<file path="src/rtl/dra_pkg.sv">
package dra_pkg;
    typedef enum logic [1:0] {
        OP_HOLD = 2'd0,
        OP_LOAD = 2'd1,
        OP_STEP = 2'd2
    } chan_op_e;
endpackage

</file>
<file path="src/rtl/dra_lane_merge.sv">
module dra_lane_merge #(
    parameter int AW = 16,
    localparam int NB = AW / 8
) (
    input  logic [AW-1:0] old_val,
    input  logic [AW-1:0] new_val,
    input  logic [NB-1:0] lane_en,
    output logic [AW-1:0] merged
);
    for (genvar b = 0; b < NB; b++) begin : g_lane
        assign merged[b*8 +: 8] = lane_en[b] ? new_val[b*8 +: 8] : old_val[b*8 +: 8];
    end
endmodule

</file>
<file path="src/rtl/dra_chan.sv">
module dra_chan
    import dra_pkg::*;
#(
    parameter int AW = 16,
    localparam int NB = AW / 8
) (
    input  logic          clk,
    input  logic          rst_n,
    input  logic          wr_hit,
    input  logic [NB-1:0] be,
    input  logic [AW-1:0] wdata,
    input  logic          active,
    input  logic          half,
    input  logic          done,
    output logic [AW-1:0] addr_q,
    output logic [AW-1:0] eff_addr
);
    chan_op_e      op;
    logic [AW-1:0] merged;
    logic [AW-1:0] addr_d;
    logic [AW-1:0] step;

    dra_lane_merge #(.AW(AW)) u_merge (
        .old_val (addr_q),
        .new_val (wdata),
        .lane_en (be),
        .merged  (merged)
    );

    assign step = half ? AW'(2) : AW'(1);

    // operation select: the increment outranks any write
    always_comb begin
        if (active && done)
            op = OP_STEP;
        else if (wr_hit && !active)
            op = OP_LOAD;
        else
            op = OP_HOLD;
    end

    always_comb begin
        unique case (op)
            OP_STEP: addr_d = addr_q + step;
            OP_LOAD: addr_d = merged;
            default: addr_d = addr_q;
        endcase
    end

    always_ff @(posedge clk or negedge rst_n) begin
        if (!rst_n)
            addr_q <= '0;
        else
            addr_q <= addr_d;
    end

    assign eff_addr = half ? {addr_q[AW-1:1], 1'b0} : addr_q;

    assert_step_byte_R5: assert property (@(posedge clk) disable iff (!rst_n)
        (active && done && !half) |=> addr_q == $past(addr_q) + AW'(1));

    assert_step_half_R6: assert property (@(posedge clk) disable iff (!rst_n)
        (active && done && half) |=> addr_q == $past(addr_q) + AW'(2));

    assert_wr_blocked_R4: assert property (@(posedge clk) disable iff (!rst_n)
        (active && !done) |=> $stable(addr_q));

    assert_idle_strobe_R8: assert property (@(posedge clk) disable iff (!rst_n)
        (!active && !wr_hit) |=> $stable(addr_q));

    assert_word_load_R2: assert property (@(posedge clk) disable iff (!rst_n)
        (wr_hit && !active && (&be)) |=> addr_q == $past(wdata));
endmodule

</file>
<file path="src/rtl/dra_rd_mux.sv">
module dra_rd_mux #(
    parameter int AW   = 16,
    parameter int NCH  = 2,
    parameter int SELW = 1
) (
    input  logic [NCH*AW-1:0] regs,
    input  logic [SELW-1:0]   sel,
    output logic [AW-1:0]     rdata
);
    always_comb begin
        rdata = '0;
        for (int i = 0; i < NCH; i++) begin
            if (sel == SELW'(i))
                rdata = regs[i*AW +: AW];
        end
    end
endmodule

</file>
<file path="src/rtl/dra_addr_ctr.sv">
module dra_addr_ctr #(
    parameter int NCH = 2,
    parameter int AW  = 16,
    localparam int NB   = AW / 8,
    localparam int SELW = (NCH > 1) ? $clog2(NCH) : 1
) (
    input  logic              clk,
    input  logic              rst_n,
    input  logic              cpu_wr,
    input  logic [SELW-1:0]   cpu_sel,
    input  logic [NB-1:0]     cpu_be,
    input  logic [AW-1:0]     cpu_wdata,
    output logic [AW-1:0]     cpu_rdata,
    input  logic [NCH-1:0]    xfer_active,
    input  logic [NCH-1:0]    half_mode,
    input  logic [NCH-1:0]    elem_done,
    output logic [NCH*AW-1:0] ram_addr
);
    logic [NCH*AW-1:0] regs;

    for (genvar n = 0; n < NCH; n++) begin : g_ch
        logic hit;
        assign hit = cpu_wr && (cpu_sel == SELW'(n));

        dra_chan #(.AW(AW)) u_chan (
            .clk      (clk),
            .rst_n    (rst_n),
            .wr_hit   (hit),
            .be       (cpu_be),
            .wdata    (cpu_wdata),
            .active   (xfer_active[n]),
            .half     (half_mode[n]),
            .done     (elem_done[n]),
            .addr_q   (regs[n*AW +: AW]),
            .eff_addr (ram_addr[n*AW +: AW])
        );

        assert_even_addr_R7: assert property (@(posedge clk) disable iff (!rst_n)
            half_mode[n] |-> (ram_addr[n*AW] == 1'b0));

        assert_upper_match_R7: assert property (@(posedge clk) disable iff (!rst_n)
            ram_addr[n*AW+1 +: AW-1] == regs[n*AW+1 +: AW-1]);
    end

    dra_rd_mux #(.AW(AW), .NCH(NCH), .SELW(SELW)) u_rd (
        .regs  (regs),
        .sel   (cpu_sel),
        .rdata (cpu_rdata)
    );
endmodule

</file>
<file path="config.mk">
export PLATFORM = sky130hd
export DESIGN_NAME = dra_addr_ctr
export DESIGN_NICKNAME = d
export VERILOG_FILES = /design/src/rtl/dra_pkg.sv /design/src/rtl/dra_lane_merge.sv /design/src/rtl/dra_chan.sv /design/src/rtl/dra_rd_mux.sv /design/src/rtl/dra_addr_ctr.sv
export SDC_FILE = /design/constraint.sdc
export NUM_CORES = 1
export LEC_CHECK = 0
export BUFFER_PORTS_ARGS = -buffer_cell sky130_fd_sc_hd__buf_2
export CAP_MARGIN = 20
export CORE_AREA = 2 2 76 78
export CTS_BUF_LIST = sky130_fd_sc_hd__clkbuf_4
export DETAILED_ROUTE_END_ITERATION = 7
export DIE_AREA = 0 0 78 80
export PLACE_DENSITY = 0.75
export SLEW_MARGIN = 20
export SYNTH_ARGS = -nofsm -noshare
export SYNTH_HDL_FRONTEND = slang
export SYNTH_SLANG_ARGS = --single-unit
</file>
<file path="constraint.sdc">
create_clock -name clk -period 3.93 [get_ports clk]
set_clock_uncertainty 0.1 [all_clocks]
set_input_delay 0.786 -clock clk [delete_from_list [all_inputs] [get_ports clk]]
set_output_delay 0.786 -clock clk [all_outputs]
set_load 0.02 [all_outputs]
</file>
==> impl_metrics.json <==
{
  "largest_reg_flops": 32,
  "syn-cell-area_um2": 2640,
  "hold_slack_ns": 0.399,
  "maxSlewHeadroom": 0.441,
  "register_area_um2": 801,
  "core_area_um2": 5410,
  "crit_path_start": "half_mode[0]",
  "path_class": "in -> reg",
  "fin_crit_ns": 2.65,
  "track_usage": 0.238,
  "netlist.top_cell.by_area": "dfrtp_1",
  "antenna_found_initial": 0,
  "routed_via_density": 6.17,
  "drc": 0,
  "cts_hold_buf": 0,
  "wl_per_cell_um": 17.6,
  "synth-edff-count": 0,
  "synthCells": 301,
  "power_density_nw_per_um2": 540,
  "crit_fanout": 8,
  "drive_gt1_frac": 0.319,
  "worstPathArrival_ns": 2.83,
  "p_comb_frac": 0.457,
  "ant_nets": 0,
  "synth_top_area_share": 0.304,
  "synth.avg_cell_area_um2": 8.76,
  "num_antenna_cells": 0,
  "nets": 368,
  "cts_made_buffers": 5,
  "htree_num_levels": 2,
  "nFillCells": 557,
  "r2r_start": "g_ch[0].u_chan.addr_q[0]",
  "p_int_uw": 822,
  "clk_path_buf_depth": 2,
  "cts_tree": "done",
  "yosysSeqAreaShare": 0.304,
  "synth_area_leaders": "dfrtp_1 30%, buf_4 9.1%, mux2_2 6.0%",
  "grt_start_max_net_pins": 33,
  "dieArea_um2": 6240,
  "die_x_um": 78,
  "path_cells": "buf_2 -> inv_1 -> ha_1 -> inv_1 -> fa_1 -> and4b_1 -> nand4_1 -> or4_1 -> nand4_1",
  "synth_seq_cells": 32,
  "maxCapViolCount": 0,
  "cp-end-kind": "flop",
  "required_ns": 4.11,
  "wirelength_um": 7160,
  "drt_pass1_iterations": 5,
  "synthTopCellsByCount": "32 x buf_4, 32 x dfrtp_1, 28 x a21oi_1",
  "insertion_delay_ns": 0.34,
  "io_pins": 76,
  "yosys_warnings": 0,
  "die_h_um": 80,
  "period_share": 0.674,
  "clk_pin_slew_ns": 0.11,
  "clock-sinks": 32,
  "cts_setup_buffers": 0,
  "rsz0062_at_grt": "no",
  "grt_overflow": 0,
  "slowest_stage": "fa_1",
  "synth_ff_type": "dfrtp_1",
  "rows": 27,
  "syn_to_final_growth_pct": 8.11,
  "grt_pass1_vias": 2213,
  "hpwlAfterDp_um": 5260,
  "p_seq_frac": 0.379,
  "multi_input_area_um2": 1470,
  "start_util": 0.488,
  "worstSetupStartpointType": "primary input",
  "outcome": "finished, final reports clean",
  "ys_types": 50,
  "synth_nets": 335,
  "vias": 2511,
  "synth-async-reset-ratio": 1.00,
  "io_buffers": 75,
  "p_switching_uw": 719,
  "cp_slowest_stage_delay_ns": 0.45,
  "tightest_slew_ns": 0.836,
  "largestRegisters": "g_ch.u_chan.addr_q (32)",
  "drt_iter0_markers": 221,
  "post_cts_resized": 0,
  "grt_pass1_wl_um": 11600,
  "leakagePower_uw": 0.00129,
  "ir_drop_uv": 287,
  "min_path_type": "in -> async",
  "root_buffer": "clkbuf_4",
  "setup_viol": 0,
  "finalMaxSlewViolations": 0,
  "top_register": "g_ch.u_chan.addr_q",
  "timing.fmax_mhz": 377,
  "finalHoldViolCount": 0,
  "swShare": 0.467,
  "pwr-share-clk": 0.164,
  "gp_congestion": 0.909,
  "setup-tns-final_ns": 0
}
path summary, 6_finish.rpt:
| path | depth (start not counted) | slack (ns) | end |
|---|---|---|---|
| max reg2reg | 7 | 1.54 | g_ch[0].u_chan.addr_q[12] |
| min | 1 | 0.40 | g_ch[1].u_chan.addr_q[3] |
| min reg2reg | 2 | 0.48 | g_ch[0].u_chan.addr_q[0] |
| min in group clk | 2 | 0.48 | g_ch[0].u_chan.addr_q[0] |
| max in group asynchronous | 1 | 2.84 | g_ch[0].u_chan.addr_q[12] |
| max | 9 | 1.28 | g_ch[0].u_chan.addr_q[12] |
per-layer routing:
layer  up-vias  global-route usage  wire length, µm
li1       1173                   -                -
met1      1190               0.320             2940
met2       131               0.386             3420
met3        17              0.0486              642
met4         0              0.0702              157
met5         -                   0                0
cell families (layout without fill, tap and decap cells):
logic type               after synthesis  in the layout  share of synthesized area
AO/OA/AOI/OAI                        101            101                      0.269
AND/OR/NAND/NOR                       87             87                      0.185
buffers and inverters                 59             93                      0.141
flip-flops                            32             32                      0.304
multiplexers                          16             16                     0.0674
adder cells (fa/ha/maj)                6              6                     0.0342
layout by cell type (no fill, tap or decap), drive strengths merged, types with 2 or more instances in the layout:
cell      n
buf      77
dfrtp    32
a21oi    28
o21ai    21
nand2    17
nor2     17
mux2     14
nand3    13
nand4    10
inv       8
o22ai     7
a2bb2oi   7
and4      7
a211oi    6
and3      5
clkbuf    5
a311oi    5
a22o      4
a31oi     4
nor3      4
ha        4
a22oi     4
o22a      3
and4b     3
a32oi     3
a41o      3
o211ai    2
a21o      2
nand2b    2
mux2i     2
fa        2
clkinv    2
worst max-delay path: cells and delay by family:
kind                     cells  cell delay (ns)
AND/OR/NAND/NOR              4             1.14
adder cells (fa/ha/maj)      2             0.64
buffers and inverters        3             0.26
metrics by stage:
step	setup WS [ns]	cells	power, µW	utilization	instance area (µm²)
after CTS	1.30	407	1540	0.528	2850
after global routing	1.14	407	1650	0.528	2850
final	1.28	407	1540	0.528	2850
after floorplan	1.10	301	1170	-	2640
after global placement	1.05	399	1280	0.514	2780
after detailed placement	0.934	399	1290	0.514	2780
power by group through the flow:
stage | registers [µW] | logic [µW] | clock network (µW)
3_5_place_dp | 589 | 702 | 0
2_1_floorplan | 518 | 650 | 0
6_report | 583 | 704 | 253
3_3_place_gp | 584 | 693 | 0
5_1_grt | 605 | 768 | 272
4_1_cts | 582 | 707 | 256
area by class of cell:
class                           instances  share of cell area
Tap cell                               72              0.0316
Multi-Input combinational cell        210               0.514
Inverter                                8              0.0105
Clock inverter                          3              0.0132
Timing Repair Buffer                   77               0.137
Sequential cell                        32               0.281
Clock buffer                            5              0.0132
Power figures use the tool's default switching activity.
